--- src/rtl/vrp_pkg.sv ---
package vrp_pkg;

   // Decoded one-cycle commands, at most one bit high per accepted access
   typedef struct packed {
      logic ctrl_wr;
      logic addr_wr;
      logic data_wr;
      logic data_rd;
      logic other_rd;
   } vrp_cmd_t;

endpackage

--- src/rtl/vrp_access_detect.sv ---
module vrp_access_detect
   import vrp_pkg::*;
#(
   parameter int IDX_W    = 3,
   parameter int CTRL_IDX = 0,
   parameter int ADDR_IDX = 6,
   parameter int DATA_IDX = 7
) (
   input  logic             clk,
   input  logic             rst_n,
   input  logic             cs_n,
   input  logic [IDX_W-1:0] idx,
   input  logic             rw,
   output vrp_cmd_t         cmd
);

   localparam int NUM_IDX = 1 << IDX_W;

   if (CTRL_IDX >= NUM_IDX || ADDR_IDX >= NUM_IDX || DATA_IDX >= NUM_IDX) begin : g_bad_idx
      $error("register index outside the window");
   end
   if (CTRL_IDX == ADDR_IDX || CTRL_IDX == DATA_IDX || ADDR_IDX == DATA_IDX) begin : g_dup_idx
      $error("register indices must differ");
   end

   logic cs_prev_n;
   logic start;

   always_ff @(posedge clk or negedge rst_n) begin
      if (!rst_n) cs_prev_n <= 1'b1;
      else        cs_prev_n <= cs_n;
   end

   // Only the first low cycle of a select window is accepted
   assign start = cs_prev_n & ~cs_n;

   always_comb begin
      cmd          = '0;
      cmd.ctrl_wr  = start & ~rw & (idx == IDX_W'(CTRL_IDX));
      cmd.addr_wr  = start & ~rw & (idx == IDX_W'(ADDR_IDX));
      cmd.data_wr  = start & ~rw & (idx == IDX_W'(DATA_IDX));
      cmd.data_rd  = start &  rw & (idx == IDX_W'(DATA_IDX));
      cmd.other_rd = start &  rw & (idx != IDX_W'(DATA_IDX));
   end

endmodule

--- src/rtl/vrp_addr_reg.sv ---
module vrp_addr_reg
   import vrp_pkg::*;
#(
   parameter int ADDR_W    = 14,
   parameter int DATA_W    = 8,
   parameter int INC_BIT   = 2,
   parameter int WIDE_STEP = 32
) (
   input  logic              clk,
   input  logic              rst_n,
   input  vrp_cmd_t          cmd,
   input  logic [DATA_W-1:0] wdata,
   output logic [ADDR_W-1:0] addr,
   output logic              inc_wide
);

   localparam int HI_W = ADDR_W - DATA_W;
   localparam logic [ADDR_W-1:0] STEP_ONE  = ADDR_W'(1);
   localparam logic [ADDR_W-1:0] STEP_WIDE = ADDR_W'(WIDE_STEP);

   if (HI_W < 1 || HI_W > DATA_W) begin : g_bad_w
      $error("address must span more than one and at most two data bytes");
   end
   if (INC_BIT >= DATA_W) begin : g_bad_bit
      $error("increment bit outside data byte");
   end
   if (WIDE_STEP < 1 || WIDE_STEP >= (1 << ADDR_W)) begin : g_bad_step
      $error("wide step out of range");
   end

   logic hi_next_n;   // 0: next index-6 write loads the high part
   logic advance;
   logic [ADDR_W-1:0] step;

   assign advance = cmd.data_wr | cmd.data_rd;
   assign step    = inc_wide ? STEP_WIDE : STEP_ONE;

   always_ff @(posedge clk or negedge rst_n) begin
      if (!rst_n) begin
         addr      <= '0;
         hi_next_n <= 1'b0;
         inc_wide  <= 1'b0;
      end else begin
         if (cmd.ctrl_wr) inc_wide <= wdata[INC_BIT];
         if (cmd.addr_wr) begin
            hi_next_n <= ~hi_next_n;
            if (!hi_next_n) addr[ADDR_W-1:DATA_W] <= wdata[HI_W-1:0];
            else            addr[DATA_W-1:0]      <= wdata;
         end else if (advance) begin
            addr <= addr + step;
         end
      end
   end

endmodule

--- src/rtl/vrp_read_buf.sv ---
module vrp_read_buf
   import vrp_pkg::*;
#(
   parameter int DATA_W        = 8,
   parameter bit READ_BUFFERED = 1'b1
) (
   input  logic              clk,
   input  logic              rst_n,
   input  vrp_cmd_t          cmd,
   input  logic [DATA_W-1:0] mem_rdata,
   output logic [DATA_W-1:0] rdata
);

   if (READ_BUFFERED) begin : g_buffered
      logic [DATA_W-1:0] hold_q;
      always_ff @(posedge clk or negedge rst_n) begin
         if (!rst_n) begin
            hold_q <= '0;
            rdata  <= '0;
         end else if (cmd.data_rd) begin
            rdata  <= hold_q;
            hold_q <= mem_rdata;
         end else if (cmd.other_rd) begin
            rdata  <= '0;
         end
      end
   end else begin : g_direct
      always_ff @(posedge clk or negedge rst_n) begin
         if (!rst_n)             rdata <= '0;
         else if (cmd.data_rd)   rdata <= mem_rdata;
         else if (cmd.other_rd)  rdata <= '0;
      end
   end

endmodule

--- src/rtl/vram_port_ctrl.sv ---
module vram_port_ctrl
   import vrp_pkg::*;
#(
   parameter int ADDR_W        = 14,
   parameter int DATA_W        = 8,
   parameter int IDX_W         = 3,
   parameter int CTRL_IDX      = 0,
   parameter int ADDR_IDX      = 6,
   parameter int DATA_IDX      = 7,
   parameter int INC_BIT       = 2,
   parameter int WIDE_STEP     = 32,
   parameter bit READ_BUFFERED = 1'b1
) (
   input  logic              clk,
   input  logic              rst_n,
   input  logic              cpu_cs_n,
   input  logic [IDX_W-1:0]  cpu_idx,
   input  logic              cpu_rw,
   input  logic [DATA_W-1:0] cpu_wdata,
   output logic [DATA_W-1:0] cpu_rdata,
   output logic [ADDR_W-1:0] vram_addr,
   output logic [DATA_W-1:0] vram_wdata,
   output logic              vram_we,
   input  logic [DATA_W-1:0] vram_rdata
);

   vrp_cmd_t cmd;
   logic     inc_wide;

   vrp_access_detect #(
      .IDX_W(IDX_W), .CTRL_IDX(CTRL_IDX), .ADDR_IDX(ADDR_IDX), .DATA_IDX(DATA_IDX)
   ) detect_i (
      .clk(clk), .rst_n(rst_n), .cs_n(cpu_cs_n), .idx(cpu_idx), .rw(cpu_rw), .cmd(cmd)
   );

   vrp_addr_reg #(
      .ADDR_W(ADDR_W), .DATA_W(DATA_W), .INC_BIT(INC_BIT), .WIDE_STEP(WIDE_STEP)
   ) addr_i (
      .clk(clk), .rst_n(rst_n), .cmd(cmd), .wdata(cpu_wdata),
      .addr(vram_addr), .inc_wide(inc_wide)
   );

   vrp_read_buf #(
      .DATA_W(DATA_W), .READ_BUFFERED(READ_BUFFERED)
   ) rbuf_i (
      .clk(clk), .rst_n(rst_n), .cmd(cmd), .mem_rdata(vram_rdata), .rdata(cpu_rdata)
   );

   assign vram_we    = cmd.data_wr;
   assign vram_wdata = cpu_wdata;

endmodule

--- config.mk ---
export PLATFORM = sky130hd
export DESIGN_NAME = vram_port_ctrl
export DESIGN_NICKNAME = d
export VERILOG_FILES = /design/src/rtl/vrp_pkg.sv /design/src/rtl/vrp_access_detect.sv /design/src/rtl/vrp_addr_reg.sv /design/src/rtl/vrp_read_buf.sv /design/src/rtl/vram_port_ctrl.sv
export SDC_FILE = /design/constraint.sdc
export NUM_CORES = 1
export LEC_CHECK = 0
export ABC_AREA = 1
export ABC_CLOCK_PERIOD_IN_PS = 3000
export BUFFER_PORTS_ARGS = -buffer_cell sky130_fd_sc_hd__buf_2
export CAP_MARGIN = 20
export CORE_MARGIN = 5
export CORE_UTILIZATION = 45
export CTS_BUF_LIST = sky130_fd_sc_hd__clkbuf_8 sky130_fd_sc_hd__clkbuf_16
export DETAILED_ROUTE_END_ITERATION = 6
export PLACE_DENSITY = 0.71
export SYNTH_ARGS = -nofsm -noshare
export SYNTH_HDL_FRONTEND = slang
export SYNTH_HIERARCHICAL = 1
export SYNTH_SLANG_ARGS = --single-unit
--- constraint.sdc ---
create_clock -name clk -period 3 [get_ports clk]
set_input_delay 0.45 -clock clk [delete_from_list [all_inputs] [get_ports clk]]
set_output_delay 0.45 -clock clk [all_outputs]
set_load 0.05 [all_outputs]
==> flow_metrics.py, run 1 <==
metrics = {
    "critical_path": {
        "r2r-start": "detect_i/cs_prev_n",
        "start_kind": "flip-flop",
        "path_max_fanout": 12,
        "setup.worst_path.start": "detect_i/cs_prev_n",
        "arrival_ns": 2.13,
        "crit_type": "reg -> reg",
        "end_kind": "flip-flop",
        "crit_required_ns": 3.17,
    },
    "sta": {
        "rsz0062_at_grt": "false",
        "hold_violations": 0,
        "max_freq_mhz": 508,
        "worst_slew_pin_slew_ns": 0.710,
        "drv_slew": 0,
        "post-route-period-util_pct": 65.6,
        "layout_min_cycle_time_ns": 1.97,
        "clock_skew_ns": 0.00587,
        "finalSetupViolations": 0,
        "tns_ns": 0,
        "hold_slack_ns": 0.213,
        "slew_headroom_pct": 52.7,
    },
    "global_routing": {
        "gr-total-overflow": 0,
        "grt.total_usage_pct": 16.8,
        "grtUsageMet3_pct": 4.27,
        "busiest_layer": "met2",
        "grt_max_degree": 34,
        "groute.layer.met1.usage_pct": 21.9,
        "grt_antenna_before_repair": 0,
        "grt_pass1_wl_um": 7220,
        "grt_pass1_vias": 1596,
        "use_met2_pct": 26.9,
    },
    "clock_tree": {
        "htreeDepth": 2,
        "clk_latency_ns": 0.28,
        "cts-root-buf": "clkbuf_8",
        "clock_sinks": 33,
        "cts_hold_buf": 0,
        "clk_pin_slew_ns": 0.07,
        "cts_resized": 0,
        "ctsLongestPathBuffers": 2,
        "cts_made_buffers": 5,
        "cts_tree": "built",
        "cts_setup_buffers": 0,
    },
    "cells_and_area": {
        "final-instance-count-excl-fill": 348,
        "num-nets-final": 323,
        "num_antenna_cells": 0,
        "multi_input_area_sq_um": 862,
        "drive_above_1_share_pct": 28.5,
        "fillers": 395,
        "regArea_sq_um": 827,
        "syn_to_final_growth_pct": 16.3,
    },
    "die": {
        "num_rows": 23,
        "core_sq_um": 4060,
        "die_height_um": 75.2,
        "dieArea_sq_um": 5650,
        "fp.dieW_um": 75.2,
        "start_util_pct": 47.1,
        "ios": 54,
    },
    "yosys": {
        "ys.flop_type": "dfrtp_1",
        "seq_area_frac_synth_pct": 43.3,
        "yosysMostFrequentCell": "nand2_1",
        "yosys.area.top_type_share_pct": 41.9,
        "netlist_top_cells_area": "dfrtp_1 (42%), nand2_1 (15%), nor2_1 (5.1%)",
        "avgSynthCellArea_sq_um": 7.67,
        "synthCells": 249,
        "synth_common_cells": "nand2_1 (76), dfrtp_1 (32), nor2_1 (26)",
        "synth_edf_count": 0,
        "synth_seq_cells": 33,
        "yosys_warnings": 6,
        "synth_fp_nets": 275,
        "yosys.area.top_type": "dfrtp_1",
        "syn_area_sq_um": 1910,
        "async_flop_share_pct": 100,
        "synth_cell_types": 26,
    },
    "detailed_routing": {
        "drtIter0Drc": 160,
        "wl_per_cell_um": 12.2,
        "drt-pass1-iter-count": 5,
        "postRouteAntennaNets": 0,
        "vias": 1664,
        "drc_errors": 0,
        "vias_per_cell": 4.78,
        "finalWirelength_um": 4260,
    },
    "hold_path": {
        "hp-class": "in -> async",
    },
    "place": {
        "dp.cells": 340,
        "port-buffer-count": 53,
        "place_congestion": 0.844,
        "dp_hpwl_um": 3210,
    },
    "job": {
        "drv_cap": 0,
    },
    "pwr": {
        "p_leak_uw": 0.00123,
        "power-per-cell-area_nw_per_um2": 835,
        "max-vdd-ir-drop_v": 0.000375,
    },
    "status": {
        "status": "finished clean",
    },
}
[cell families (layout without fill, tap and decap cells)]
family	after synthesis	in the layout	share of synthesized area [%]
AND/OR/NAND/NOR	133	133	30.8
buffers and inverters	42	91	11.6
flip-flops	33	33	43.3
AO/OA/AOI/OAI	32	32	9.56
XOR/XNOR	6	6	2.75
adder cells (fa/ha/maj)	3	3	1.96
[state kept, by name (all words and copies together) (netlist names)]
| signal | count |
|---|---|
| addr_i/addr | 14 |
| rbuf_i/g_buffered.hold_q | 8 |
| rbuf_i/rdata | 8 |
| addr_i/hi_next_n | 1 |
| addr_i/inc_wide | 1 |
| detect_i/cs_prev_n | 1 |
[through the flow]
step                util [%]  worst slack, ns  instance area (sq um)  total power (uW)
finish                  54.8             1.03                   2220              1860
global route            54.8            0.866                   2220              1990
CTS                     54.8             1.03                   2220              1880
detailed placement      52.7            0.921                   2140              1550
global placement        52.7            0.998                   2140              1530
floorplan                  -             1.01                   1910              1350
[placed cells by master (no fill, tap or decap)]
cell type | netlist | final
nand3_2 | 5 | 5
inv_1 | 24 | 25
o21bai_2 | 1 | 1
nor3_1 | 2 | 2
nand2_1 | 76 | 76
a21oi_1 | 12 | 12
nand3_1 | 15 | 15
xor2_1 | 6 | 6
dfrtp_1 | 32 | 32
a21oi_2 | 2 | 2
ha_1 | 3 | 3
inv_4 | 1 | 1
clkbuf_8 | 0 | 5
clkinv_2 | 0 | 2
nor2_2 | 3 | 3
nand2_2 | 4 | 4
nand2_4 | 1 | 1
nor2_1 | 26 | 26
a31oi_1 | 3 | 3
nor3_4 | 1 | 1
dfstp_2 | 1 | 1
o22ai_1 | 1 | 1
o21ai_2 | 1 | 1
buf_2 | 1 | 53
inv_2 | 3 | 3
buf_4 | 10 | 2
o21ai_0 | 12 | 12
[cell type report]
cell class | count | area share [%]
Multi-Input combinational cell | 174 | 38.8
Sequential cell | 33 | 37.2
Timing Repair Buffer | 55 | 12.6
Inverter | 28 | 4.84
Clock buffer | 5 | 3.10
Tap cell | 50 | 2.82
Clock inverter | 3 | 0.619
[final timing paths]
check                      cells past startpoint  slack (ns)                     endpoint
min in group clk                               1        0.28           detect_i/cs_prev_n
max in group asynchronous                      1        2.32  rbuf_i/g_buffered.hold_q[0]
min reg2reg                                    2        0.47              rbuf_i/rdata[5]
max reg2reg                                    7        1.03               addr_i/addr[5]
max                                            7        1.03               addr_i/addr[5]
min                                            1        0.21               addr_i/addr[2]
[worst max-delay path, stage by stage (launching register included)]
cell and delay, ns:
dfstp_2 0.53, nand3_1 0.11, nor2_1 0.35, nor3_4 0.10, nor2_2 0.39, inv_1 0.16
a21oi_1 0.14, a21oi_1 0.09
[metal layers]
metal	up-vias	part of all wire [%]
li1	868	-
met1	735	44
met2	53	48
met3	8	6.5
met4	0	1.5
met5	-	0
[power by group]
group,switching (uW),total [uW],internal (uW),leakage (uW)
clock network,158,315,157,0.0000491
logic,596,832,236,0.000789
registers,140,708,568,0.000394
(Power assumes the default switching activity.)
==> inputs of run 2 (changes only) <==
--- a/config.mk
+++ b/config.mk
@@ -6,14 +6,14 @@
 export NUM_CORES = 1
 export LEC_CHECK = 0
 export ABC_AREA = 1
-export ABC_CLOCK_PERIOD_IN_PS = 3000
+export ABC_CLOCK_PERIOD_IN_PS = 1690
 export BUFFER_PORTS_ARGS = -buffer_cell sky130_fd_sc_hd__buf_2
 export CAP_MARGIN = 20
 export CORE_MARGIN = 5
 export CORE_UTILIZATION = 45
 export CTS_BUF_LIST = sky130_fd_sc_hd__clkbuf_8 sky130_fd_sc_hd__clkbuf_16
 export DETAILED_ROUTE_END_ITERATION = 6
-export PLACE_DENSITY = 0.71
+export PLACE_DENSITY = 0.73
 export SYNTH_ARGS = -nofsm -noshare
 export SYNTH_HDL_FRONTEND = slang
 export SYNTH_HIERARCHICAL = 1
==> constraint.sdc (replaced) <==
create_clock -name clk -period 1.69 [get_ports clk]
set_input_delay 0.2535 -clock clk [delete_from_list [all_inputs] [get_ports clk]]
set_output_delay 0.2535 -clock clk [all_outputs]
set_load 0.05 [all_outputs]
==> run 2 against run 1 <==
  * Register-to-register slack worse by 0.91 ns
  * Via count increased by 1.6%
  * Worst setup slack got worse by 0.96 ns
  * Non-clock buffer count up 6
  * Sequential cell count stayed put
  * Die area unchanged
  * Clock power rose by 92%
  * Critical endpoint is now vram_we
  * Cell count is 1.7% higher
  * Largest power group unchanged
  * Clock skew is 0.00071 ns higher
  * Sequential power up 79%
  * Core utilization rose by 2.8 points
==> flow_metrics.py, run 2 (same netlist as run 1, synthesis figures left out) <==
metrics = {
    "global_routing": {
        "grt_antenna_before_repair": 0,
        "gr-total-overflow": 0,
        "grt.total_usage_pct": 16.4,
        "grt_pass1_vias": 1612,
        "grt_pass1_wl_um": 6980,
        "grt_max_degree": 34,
    },
    "detailed_routing": {
        "drc_errors": 0,
        "drtIter0Drc": 74,
        "postRouteAntennaNets": 0,
        "vias": 1690,
        "drt-pass1-iter-count": 4,
        "wl_per_cell_um": 12.0,
        "vias_per_cell": 4.77,
        "finalWirelength_um": 4240,
    },
    "clock_tree": {
        "cts_setup_buffers": 0,
        "clock_sinks": 33,
        "clk_latency_ns": 0.29,
        "cts_made_buffers": 5,
        "ctsLongestPathBuffers": 2,
        "cts_tree": "built",
        "htreeDepth": 2,
        "cts-root-buf": "clkbuf_8",
        "clk_pin_slew_ns": 0.07,
    },
    "critical_path": {
        "crit_type": "reg -> out",
        "start_kind": "flip-flop",
        "path_max_fanout": 2,
        "arrival_ns": 1.36,
        "crit_required_ns": 1.44,
        "end_kind": "output pin",
    },
    "cells_and_area": {
        "num_antenna_cells": 0,
        "num-nets-final": 329,
        "fillers": 384,
        "syn_to_final_growth_pct": 22.2,
        "drive_above_1_share_pct": 31.6,
        "layout_commonest_cell": "nand2_1",
        "post-route-cell-area_sq_um": 2330,
        "layout_common_cells": "nand2_1 (76), buf_2 (52), dfrtp_1 (30), inv_1 (24), nor2_1 (24)",
        "final-instance-count-excl-fill": 354,
        "reg.largest.list": "addr_i/addr x14, rbuf_i/g_buffered.hold_q x8, rbuf_i/rdata x8",
        "largest_reg_flops": 14,
        "regMostFlops": "addr_i/addr",
    },
    "die": {
        "fp.dieW_um": 75.2,
        "start_util_pct": 47.1,
        "core_sq_um": 4060,
        "die_height_um": 75.2,
        "dieArea_sq_um": 5650,
        "num_rows": 23,
        "ios": 54,
    },
    "sta": {
        "hold_slack_ns": 0.0696,
        "hold_violations": 0,
        "post-route-period-util_pct": 95.6,
        "slew_headroom_pct": 72.3,
        "layout_min_cycle_time_ns": 1.62,
        "finalSetupViolations": 0,
        "max_freq_mhz": 619,
        "clock_skew_ns": 0.00658,
        "worst_slew_pin_slew_ns": 0.416,
        "drv_slew": 0,
        "rsz0062_at_grt": "true",
    },
    "place": {
        "dp_hpwl_um": 3190,
        "place_congestion": 0.783,
        "placed_cell_area_sq_um": 2190,
        "dp.cells": 345,
        "port-buffer-count": 53,
    },
    "pwr": {
        "power.total_uw": 3430,
        "max-vdd-ir-drop_v": 0.000617,
        "power-per-cell-area_nw_per_um2": 1470,
        "p_leak_uw": 0.00125,
    },
    "hold_path": {
        "hp-class": "in -> reg",
    },
    "job": {
        "drv_cap": 0,
    },
    "status": {
        "status": "finished clean",
    },
}
==> run 2: changes by cell type in the layout (fill, tap and decap cells not counted), moves of 2 or more <==
cell        before  now
dfrtp_2          0    2
clkinv_2         2    0
dfrtp_1         32   30
buf_4            2    7
nor2_1          26   24
nor2_4           0    3
clkinvlp_4       0    3
==> run 2: through the flow <==
| step | util [%] | TNS [ns] | setup slack (ns) |
|---|---|---|---|
| final | 57.5 | 0 | 0.0746 |
| after global routing | 57.5 | -0.0184 | -0.00946 |
| after CTS | 56.5 | 0 | 0.0450 |
| after detailed placement | 53.9 | 0 | 0.0636 |
| after global placement | 53.9 | 0 | 0.129 |
| after floorplan | - | 0 | 0.0669 |
==> run 2: worst max-delay path, stage by stage, from the launching register on <==
cell and delay (ns):
dfstp_2 0.53, nand3_1 0.09, buf_4 0.16, nor2_4 0.12
buf_6 0.18
==> run 2: per-layer routing <==
metal | track usage [%] | share of wire [%] | up-vias
li1 | - | - | 882
met1 | 18.4 | 43 | 755
met2 | 29.2 | 49 | 46
met3 | 5.07 | 7.0 | 7
met4 | 5.83 | 1.5 | 0
met5 | 0 | 0 | -
==> run 2: final timing paths <==
| check | to | from | slack, ns | cells past startpoint |
|---|---|---|---|---|
| min in group asynchronous | addr_i/addr[7] | rst_n | 0.51 | 3 |
| max in group asynchronous | detect_i/cs_prev_n | rst_n | 0.85 | 3 |
| hold reg to reg | rbuf_i/rdata[6] | rbuf_i/rdata[6] | 0.47 | 2 |
| setup reg to reg | addr_i/addr[10] | addr_i/inc_wide | 0.12 | 9 |
| hold / removal | detect_i/cs_prev_n | cpu_cs_n | 0.07 | 1 |
| setup / recovery | vram_we | detect_i/cs_prev_n | 0.07 | 4 |
==> run 2: repair_timing <==
action,4_1_cts,5_1_grt
endpoints found under the hold margin,32,0
pin swaps,0,1
cloned,0,0
hold buffers,1,0
resized for setup,1,8
setup endpoints to repair,1,11
==> run 2: power breakdown <==
group	total (uW)	internal, uW	leakage, uW	switching, uW
Combinational	1560	461	0.000820	1090
Sequential	1270	1010	0.000393	254
Clock	605	289	0.0000364	317
Total	3430	1760	0.00125	1660
==> run 2: layout make-up <==
| cell class | count | area [sq um] | share of cell area, % |
|---|---|---|---|
| timing repair buffer | 61 | 334 | 14.3 |
| clock inverter | 3 | 22.5 | 0.965 |
| clock buffer | 5 | 68.8 | 2.95 |
| sequential | 33 | 830 | 35.5 |
| inverter | 28 | 108 | 4.61 |
| multi-input combinational | 174 | 910 | 39.0 |
| tap | 50 | 62.6 | 2.68 |
